File: src/rtl/rrs_pkg.sv
package rrs_pkg;
  localparam logic [7:0] OP_STALL = 8'h07;
  localparam logic [7:0] OP_INFO  = 8'h0A;
  localparam logic [7:0] OP_END   = 8'hFF;
  localparam logic [7:0] OP_BUSMX = 8'h05;

  typedef enum logic [3:0] {
    S_IDLE, S_CHK, S_HDR, S_DEC, S_ADDR, S_CNT, S_DATA,
    S_WR, S_VAL, S_MASK, S_RD, S_RWAIT, S_STALL, S_NEXT
  } eng_state_e;

  function automatic logic [3:0] access_bytes(input logic [1:0] code);
    return 4'd1 << code;
  endfunction
endpackage

File: src/rtl/rrs_fetch.sv
module rrs_fetch #(
  parameter int SA_W = 8,
  parameter int DW   = 64
) (
  input  logic            clk,
  input  logic            rst_n,
  input  logic            go_i,
  input  logic [SA_W-1:0] base_i,
  input  logic [3:0]      nbytes_i,
  output logic            rd_en_o,
  output logic [SA_W-1:0] rd_addr_o,
  input  logic [7:0]      rd_data_i,
  output logic            done_o,
  output logic [DW-1:0]   value_o
);
  logic            busy;
  logic            pend;
  logic [3:0]      iss, cap, n_q;
  logic [SA_W-1:0] base_q;

  assign rd_en_o   = busy && (iss < n_q);
  assign rd_addr_o = base_q + SA_W'(iss);

  always_ff @(posedge clk or negedge rst_n) begin
    if (!rst_n) begin
      busy <= 1'b0; pend <= 1'b0; iss <= '0; cap <= '0; n_q <= '0;
      base_q <= '0; done_o <= 1'b0; value_o <= '0;
    end else begin
      done_o <= 1'b0;
      pend   <= rd_en_o;
      if (go_i && !busy) begin
        busy <= 1'b1; iss <= '0; cap <= '0; n_q <= nbytes_i;
        base_q <= base_i; value_o <= '0;
      end else if (busy) begin
        if (rd_en_o) iss <= iss + 4'd1;
        if (pend) begin
          value_o <= value_o | (DW'(rd_data_i) << {cap, 3'b000});
          cap     <= cap + 4'd1;
          if (cap == n_q - 4'd1) begin
            busy   <= 1'b0;
            done_o <= 1'b1;
          end
        end
      end
    end
  end

  // little-endian assembly never captures a byte that was not requested
  p_capture_order_r3: assert property (@(posedge clk) disable iff (!rst_n)
    busy |-> cap <= iss);
endmodule

File: src/rtl/rrs_merge.sv
module rrs_merge #(
  parameter int DW = 64
) (
  input  logic [1:0]    size_i,
  input  logic          is_rmw_i,
  input  logic [DW-1:0] rd_i,
  input  logic [DW-1:0] val_i,
  input  logic [DW-1:0] mask_i,
  output logic [DW-1:0] res_o
);
  logic [7:0]    sh;
  logic [DW-1:0] keep;

  always_comb begin
    sh    = 8'd8 << size_i;
    keep  = ~({DW{1'b1}} << sh);
    res_o = (is_rmw_i ? ((rd_i & mask_i) | val_i) : val_i) & keep;
    if (size_i == 2'd0) begin
      p_upper_zero_r5: assert (res_o[DW-1:8] == '0);
    end
  end
endmodule

File: src/rtl/rrs_stall.sv
module rrs_stall #(
  parameter int CW = 32
) (
  input  logic          clk,
  input  logic          rst_n,
  input  logic          load_i,
  input  logic [CW-1:0] count_i,
  output logic          busy_o
);
  logic [CW-1:0] cnt;

  assign busy_o = (cnt != '0);

  always_ff @(posedge clk or negedge rst_n) begin
    if (!rst_n)           cnt <= '0;
    else if (load_i)      cnt <= count_i;
    else if (cnt != '0)   cnt <= cnt - CW'(1);
  end
endmodule

File: src/rtl/rrs_engine.sv
module rrs_engine #(
  parameter int SA_W = 8,
  parameter int AW   = 32,
  parameter int DW   = 64
) (
  input  logic            clk,
  input  logic            rst_n,
  input  logic            start_i,
  input  logic [SA_W:0]   script_len_i,
  output logic            sm_rd_en_o,
  output logic [SA_W-1:0] sm_addr_o,
  input  logic [7:0]      sm_data_i,
  output logic            req_valid_o,
  input  logic            req_ready_i,
  output logic            req_write_o,
  output logic [1:0]      req_space_o,
  output logic [1:0]      req_size_o,
  output logic [AW-1:0]   req_addr_o,
  output logic [DW-1:0]   req_wdata_o,
  input  logic            rsp_valid_i,
  input  logic [DW-1:0]   rsp_data_i,
  output logic            done_o,
  output logic            err_o,
  output logic [SA_W-1:0] err_off_o
);
  import rrs_pkg::*;

  eng_state_e      state;
  logic [SA_W:0]   off;
  logic [7:0]      op, wc, elen, cnt, idx;
  logic [AW-1:0]   addr;
  logic [SA_W-1:0] ptr, offl;
  logic [DW-1:0]   val, mask, rdv;
  logic            f_iss, f_go, f_done, in_fetch, st_load, st_busy;
  logic [SA_W-1:0] f_base;
  logic [3:0]      f_n, sz;
  logic [DW-1:0]   f_val;

  assign offl     = off[SA_W-1:0];
  assign sz       = access_bytes(wc[1:0]);
  assign in_fetch = state inside {S_HDR, S_ADDR, S_CNT, S_DATA, S_VAL, S_MASK};
  assign f_go     = in_fetch && !f_iss;
  assign st_load  = (state == S_ADDR) && f_done && (op == OP_STALL);

  always_comb begin
    f_base = offl;
    f_n    = 4'd3;
    case (state)
      S_ADDR: begin f_base = offl + SA_W'(3); f_n = 4'd4; end
      S_CNT:  begin f_base = offl + SA_W'(7); f_n = 4'd1; end
      S_DATA: begin f_base = ptr;             f_n = sz;   end
      S_VAL:  begin f_base = offl + SA_W'(7); f_n = sz;   end
      S_MASK: begin f_base = offl + SA_W'(7) + SA_W'(sz); f_n = sz; end
      default: ;
    endcase
  end

  rrs_fetch #(.SA_W(SA_W), .DW(DW)) u_fetch (
    .clk(clk), .rst_n(rst_n), .go_i(f_go), .base_i(f_base), .nbytes_i(f_n),
    .rd_en_o(sm_rd_en_o), .rd_addr_o(sm_addr_o), .rd_data_i(sm_data_i),
    .done_o(f_done), .value_o(f_val));

  rrs_merge #(.DW(DW)) u_merge (
    .size_i(wc[1:0]), .is_rmw_i(op[0]), .rd_i(rdv), .val_i(val),
    .mask_i(mask), .res_o(req_wdata_o));

  rrs_stall #(.CW(32)) u_stall (
    .clk(clk), .rst_n(rst_n), .load_i(st_load), .count_i(f_val[31:0]),
    .busy_o(st_busy));

  assign req_valid_o = (state == S_WR) || (state == S_RD);
  assign req_write_o = (state == S_WR);
  assign req_space_o = op[2:1];
  assign req_size_o  = wc[1:0];
  assign req_addr_o  = addr;

  always_ff @(posedge clk or negedge rst_n) begin
    if (!rst_n) begin
      state <= S_IDLE; off <= '0; op <= '0; wc <= '0; elen <= '0;
      cnt <= '0; idx <= '0; addr <= '0; ptr <= '0; val <= '0;
      mask <= '0; rdv <= '0; f_iss <= 1'b0;
      done_o <= 1'b0; err_o <= 1'b0; err_off_o <= '0;
    end else begin
      if (f_go)   f_iss <= 1'b1;
      if (f_done) f_iss <= 1'b0;
      case (state)
        S_IDLE: if (start_i) begin
          done_o <= 1'b0; err_o <= 1'b0; off <= '0; state <= S_CHK;
        end
        S_CHK: if (off >= script_len_i) begin
          done_o <= 1'b1; state <= S_IDLE;
        end else state <= S_HDR;
        S_HDR: if (f_done) begin
          op <= f_val[7:0]; wc <= f_val[15:8]; elen <= f_val[23:16];
          state <= S_DEC;
        end
        S_DEC: begin
          if (op == OP_END) begin
            done_o <= 1'b1; state <= S_IDLE;
          end else if ((elen >= 8'd3) && (op <= OP_BUSMX) && (wc <= 8'd3))
            state <= S_ADDR;
          else if ((elen >= 8'd3) && (op == OP_STALL))
            state <= S_ADDR;
          else if ((elen >= 8'd3) && (op == OP_INFO))
            state <= S_NEXT;
          else begin
            err_o <= 1'b1; err_off_o <= offl; state <= S_IDLE;
          end
        end
        S_ADDR: if (f_done) begin
          addr <= f_val[AW-1:0]; cnt <= 8'd1; idx <= '0;
          if (op == OP_STALL) state <= S_STALL;
          else if (op[0])     state <= S_VAL;
          else                state <= S_CNT;
        end
        S_CNT: if (f_done) begin
          cnt   <= f_val[7:0];
          ptr   <= offl + SA_W'(8);
          state <= (f_val[7:0] == 8'd0) ? S_NEXT : S_DATA;
        end
        S_DATA: if (f_done) begin val <= f_val; state <= S_WR; end
        S_WR: if (req_ready_i) begin
          idx   <= idx + 8'd1;
          addr  <= addr + AW'(sz);
          ptr   <= ptr + SA_W'(sz);
          state <= (idx + 8'd1 == cnt) ? S_NEXT : S_DATA;
        end
        S_VAL:   if (f_done) begin val <= f_val; state <= S_MASK; end
        S_MASK:  if (f_done) begin mask <= f_val; state <= S_RD; end
        S_RD:    if (req_ready_i) state <= S_RWAIT;
        S_RWAIT: if (rsp_valid_i) begin rdv <= rsp_data_i; state <= S_WR; end
        S_STALL: if (!st_busy) state <= S_NEXT;
        S_NEXT: begin
          off <= off + (SA_W+1)'(elen); state <= S_CHK;
        end
        default: state <= S_IDLE;
      endcase
    end
  end

  p_req_hold_r10: assert property (@(posedge clk) disable iff (!rst_n)
    req_valid_o && !req_ready_i |=> req_valid_o && $stable(req_addr_o)
      && $stable(req_wdata_o) && $stable(req_write_o));
  p_flag_excl_r9: assert property (@(posedge clk) disable iff (!rst_n)
    !(done_o && err_o));
  p_err_hold_r9: assert property (@(posedge clk) disable iff (!rst_n)
    err_o && !start_i |=> err_o);
  p_done_hold_r8: assert property (@(posedge clk) disable iff (!rst_n)
    done_o && !start_i |=> done_o);
  p_quiet_stall_r6: assert property (@(posedge clk) disable iff (!rst_n)
    st_busy |-> !req_valid_o);
endmodule

File: config.mk
export PLATFORM = sky130hd
export DESIGN_NAME = rrs_engine
export DESIGN_NICKNAME = d
export VERILOG_FILES = /design/src/rtl/rrs_pkg.sv /design/src/rtl/rrs_fetch.sv /design/src/rtl/rrs_merge.sv /design/src/rtl/rrs_stall.sv /design/src/rtl/rrs_engine.sv
export SDC_FILE = /design/constraint.sdc
export NUM_CORES = 1
export LEC_CHECK = 0
export BUFFER_PORTS_ARGS = -buffer_cell sky130_fd_sc_hd__buf_2
export CORE_MARGIN = 4
export CORE_UTILIZATION = 30
export CTS_CLUSTER_SIZE = 40
export DETAILED_ROUTE_END_ITERATION = 8
export GPL_TIMING_DRIVEN = 0
export PLACE_DENSITY_LB_ADDON = 0.25
export SLEW_MARGIN = 20
export SYNTH_ARGS = -nofsm -noshare
export SYNTH_HDL_FRONTEND = slang
export SYNTH_SLANG_ARGS = --single-unit
File: constraint.sdc
create_clock -name clk -period 3.2 [get_ports clk]
set_input_delay 0.32 -clock clk [delete_from_list [all_inputs] [get_ports clk]]
set_output_delay 0.32 -clock clk [all_outputs]
set_load 0.005 [all_outputs]
==> report_table.html <==
<table>
<tr><th>Metric</th><th>Value</th></tr>
<tr><th colspan="2">Setup path</th></tr>
<tr><td>CP required</td><td>3690 ps</td></tr>
<tr><td>Critical Path Sink Type</td><td>register</td></tr>
<tr><td>Element type at the critical path start</td><td>register</td></tr>
<tr><td>Worst path most repeated cell</td><td>a21oi_1</td></tr>
<tr><td>Critical path's largest stage delay</td><td>500 ps</td></tr>
<tr><td>Max Fanout on Critical Path</td><td>9</td></tr>
<tr><td>Worst path arrival time</td><td>3580 ps</td></tr>
<tr><td>Kind of critical path</td><td>register to register</td></tr>
<tr><td>Cell with the largest stage delay on the worst path</td><td>dfrtp_1</td></tr>
<tr><td>Critical path, cell by cell</td><td>nand2b_2 -&gt; inv_1 -&gt; ha_1 -&gt; a21o_1 -&gt; a21oi_1 -&gt; o21a_1 -&gt; or4_1 -&gt; a21oi_1 -&gt; o2bb2a_1</td></tr>
<tr><th colspan="2">Power and ir drop</th></tr>
<tr><td>Leakage power figure</td><td>11.50 nW</td></tr>
<tr><td>Combinational share of power</td><td>0.352</td></tr>
<tr><td>P per Cell Area</td><td>897.8 mW/mm^2</td></tr>
<tr><td>Max rail drop VDD</td><td>0.3664 mV</td></tr>
<tr><td>Internal</td><td>13.54 mW</td></tr>
<tr><td>Net load switching power</td><td>8.831 mW</td></tr>
<tr><td>Flop pwr share</td><td>0.407</td></tr>
<tr><td>Share of total power in the clock network</td><td>0.241</td></tr>
<tr><td>Fraction of power spent switching nets</td><td>0.3948</td></tr>
<tr><td>Tot Pwr</td><td>22.37 mW</td></tr>
<tr><th colspan="2">Synthesis</th></tr>
<tr><td>Post-synth EDFFs</td><td>0</td></tr>
<tr><td>Xor-xnor portion of the synthesized cell area</td><td>0.03044</td></tr>
<tr><td>Instance count of the mapped netlist</td><td>1907</td></tr>
<tr><td>Area share of the largest cell type after synthesis</td><td>0.5084</td></tr>
<tr><td>Yosys warning count</td><td>0</td></tr>
<tr><td>Post-synth ARST share</td><td>1.000</td></tr>
<tr><td>Cell with the most instances after synthesis</td><td>dfrtp_1</td></tr>
<tr><td>Synth area leaders</td><td>dfrtp_1 51%, mux2_2 12%, nor2_1 3.6%, ha_1 2.6%, a21oi_1 2.5%</td></tr>
<tr><td>Simple-gate area share of the yosys netlist</td><td>0.1227</td></tr>
<tr><td>Top FF cell, synth</td><td>dfrtp_1</td></tr>
<tr><td>Most frequent cells after synthesis</td><td>415 x dfrtp_1, 222 x mux2_2, 194 x nor2_1</td></tr>
<tr><td>Yosys top cell by area</td><td>dfrtp_1</td></tr>
<tr><td>Complex-gate fraction of the synthesized area</td><td>0.1470</td></tr>
<tr><td>Netlist Area Pre-Place</td><td>0.02043 mm^2</td></tr>
<tr><td>Synthesized-area fraction occupied by adder cells</td><td>0.03222</td></tr>
<tr><td>Largest family of logic cells by synthesized area</td><td>compound AO/OA/AOI/OAI gates</td></tr>
<tr><td>Average cell area after synthesis</td><td>10.71 um^2</td></tr>
<tr><td>Multiplexer share of the synthesized area</td><td>0.1263</td></tr>
<tr><td>Total of flip-flops plus latches after synthesis</td><td>415</td></tr>
<tr><td>Post-synthesis sequential area ratio</td><td>0.5084</td></tr>
<tr><td>Total nets after synthesis</td><td>2041</td></tr>
<tr><td>Number of different library cells in the post-synthesis netlist</td><td>74</td></tr>
<tr><th colspan="2">Cells and area</th></tr>
<tr><td>Number of filler instances in the final layout</td><td>6705</td></tr>
<tr><td>Area of the multi-input gates</td><td>0.009404 mm^2</td></tr>
<tr><td>Storage cell area</td><td>0.01039 mm^2</td></tr>
<tr><td>Ratio of cells with drive above 1 in the final layout</td><td>0.2529</td></tr>
<tr><td>Number of standard cells in the final layout excluding fillers</td><td>3132</td></tr>
<tr><td>Post-layout net count</td><td>2360</td></tr>
<tr><td>Relative area change from synthesis to final layout</td><td>21.95%</td></tr>
<tr><th colspan="2">Clocking</th></tr>
<tr><td>CTS max path bufs</td><td>3</td></tr>
<tr><td>H-Tree Depth</td><td>2</td></tr>
<tr><td>Clk root buf</td><td>clkbuf_16</td></tr>
<tr><td>Clock latency at the later pin of the worst-skew pair</td><td>600 ps</td></tr>
<tr><td>CTS tree</td><td>built</td></tr>
<tr><td>Clock edge transition at the registers on the reported setup and hold paths</td><td>70 ps</td></tr>
<tr><td>TritonCTS Sinks</td><td>415</td></tr>
<tr><td>Inserted Clock Buffers</td><td>48</td></tr>
<tr><th colspan="2">Global route</th></tr>
<tr><td>Remaining global-route overflow</td><td>0</td></tr>
<tr><td>Global-route wire length before repair</td><td>103300 um</td></tr>
<tr><td>Total routing resource utilization after global routing</td><td>0.1849</td></tr>
<tr><td>Antenna violations before repair</td><td>3</td></tr>
<tr><td>Vias in the first global route</td><td>16930</td></tr>
<tr><td>Largest net degree at the start of global routing</td><td>101</td></tr>
<tr><th colspan="2">Route</th></tr>
<tr><td>Number of detailed-route iterations in the first pass</td><td>6</td></tr>
<tr><td>Vias per cell</td><td>5.265</td></tr>
<tr><td>Count of vias placed by the detailed router</td><td>16490</td></tr>
<tr><td>DR WL/cell</td><td>21.69 um</td></tr>
<tr><td>Routed wire length</td><td>67950 um</td></tr>
<tr><td>DRC Markers</td><td>0</td></tr>
<tr><td>Routed Antenna Nets</td><td>0</td></tr>
<tr><td>Drt initial violations</td><td>1246</td></tr>
<tr><th colspan="2">Placed design</th></tr>
<tr><td>Port Buffers</td><td>198</td></tr>
<tr><td>Gp weighted congestion</td><td>0.8923</td></tr>
<tr><td>Placed cells</td><td>2984</td></tr>
<tr><td>HPWL after DPL</td><td>49390 um</td></tr>
<tr><th colspan="2">Floorplan</th></tr>
<tr><td>Number of rows created at floorplan</td><td>95</td></tr>
<tr><td>Die Height</td><td>268.9 um</td></tr>
<tr><td>I/O pin total</td><td>207</td></tr>
<tr><td>Die span in x</td><td>268.9 um</td></tr>
<tr><td>Effective utilization at floorplan</td><td>0.3036</td></tr>
<tr><td>Die area</td><td>0.07233 mm^2</td></tr>
<tr><td>CORE AREA</td><td>0.06728 mm^2</td></tr>
<tr><th colspan="2">Outcome</th></tr>
<tr><td>Result of the run</td><td>finished clean</td></tr>
<tr><th colspan="2">Timing</th></tr>
<tr><td>Worst clock skew</td><td>17.28 ps</td></tr>
<tr><td>Final number of hold-violating endpoints</td><td>0</td></tr>
<tr><td>Worst rel slew slack</td><td>0.3754</td></tr>
<tr><td>Max Fclk</td><td>323.2 MHz</td></tr>
<tr><td>Slew at the pin closest to its max-slew limit</td><td>929.7 ps</td></tr>
<tr><td>Tmin final</td><td>3094 ps</td></tr>
<tr><td>Number of slew-limit violations in the final report</td><td>0</td></tr>
<tr><td>Final setup violation count</td><td>0</td></tr>
<tr><td>Final critical-path share of the clock period</td><td>0.9670</td></tr>
<tr><td>Setup tns final</td><td>0 ps</td></tr>
<tr><th colspan="2">Hold path</th></tr>
<tr><td>Tightest Hold Check Type</td><td>input pin to register</td></tr>
<tr><th colspan="2">Run</th></tr>
<tr><td>Number of max-cap violations</td><td>0</td></tr>
</table>
[area by class of cell]
| type | instances | share of cell area |
|---|---|---|
| Timing Repair Buffer | 272 | 0.07253 |
| Clock inverter | 13 | 0.007182 |
| Inverter | 49 | 0.007383 |
| Tap cell | 873 | 0.04385 |
| Antenna cell | 1 | 0.0001005 |
| Clock buffer | 69 | 0.05419 |
| Multi-Input combinational cell | 1323 | 0.3775 |
| Sequential cell | 415 | 0.4169 |
| Buffer | 117 | 0.02039 |
[state kept, by name (all words and copies together) (netlist names), 9 cells and up]
signal           cells
mask                64
rdv                 64
u_fetch.value_o     64
val                 64
req_addr_o          32
u_stall.cnt         32
off                  9
[layout by cell type, fill, tap and decap left out, drive strengths merged, types with 65 or more instances in the layout]
cell type	count
a21oi	104
a31oi	73
buf	250
clkbuf	143
dfrtp	415
dlygate4sd3	65
mux2	222
nand2	105
nor2	194
o21ai	93
[worst paths after layout]
check | end | slack [ps] | from | depth (start not counted)
hold / removal | idx[3] | 180 | req_ready_i | 4
max in group asynchronous | mask[32] | 1180 | rst_n | 5
min in group asynchronous | rdv[60] | 270 | rst_n | 2
setup reg to reg | req_addr_o[27] | 110 | wc[1] | 9
setup / recovery | req_addr_o[27] | 110 | wc[1] | 9
hold reg to reg | err_o | 470 | err_o | 1
[logic make-up after synthesis]
kind of cell    Yosys count
compound gates          459
flops                   415
xor+xnor                 71
buf+inv                 169
simple gates            513
fa+ha+maj                50
mux                     230
[stage by stage]
step	hold WS (ps)	area (um^2)	setup WS, ps	utilization
final	184.8	24910	105.5	0.3703
after global routing	220.0	24910	-26.43	0.3703
after CTS	147.8	24870	5.427	0.3697
after detailed placement	325.0	22660	-663.7	0.3368
after global placement	456.1	22510	-6569	0.3346
after floorplan	24.41	20430	493.7	-
[metal layers]
layer | vias to the layer above | share of wire | GRT usage
met3 | 108 | 0.059 | 0.03522
li1 | 7547 | - | -
met2 | 520 | 0.47 | 0.3038
met5 | - | 0 | 0
met4 | 0 | 0.027 | 0.04987
met1 | 8314 | 0.44 | 0.2517
[critical path, delay by kind of cell, from the launching register on]
kind | cells | cell delay [ps]
adder cells (fa/ha/maj) | 1 | 290
AO/OA/AOI/OAI | 5 | 1350
buffers and inverters | 1 | 270
flip-flops | 1 | 500
AND/OR/NAND/NOR | 2 | 570
[power by group through the flow]
stage	sequential [mW]	combinational (mW)	clock (mW)
CTS	9.06	7.88	5.54
finish	9.10	7.87	5.39
global route	9.31	8.72	5.74
detailed placement	9.13	7.73	0
floorplan	8.12	5.40	0
global placement	9.08	7.55	0
[timing repair]
item                                   in CTS  in global routing
hold buffers                               65                  0
gates resized for setup                    16                 19
buffers inserted                            0                  3
pin swaps                                   0                  1
setup endpoints to repair                  79                 77
endpoints found under the hold margin     131                  0
Power figures use the tool's default switching activity.
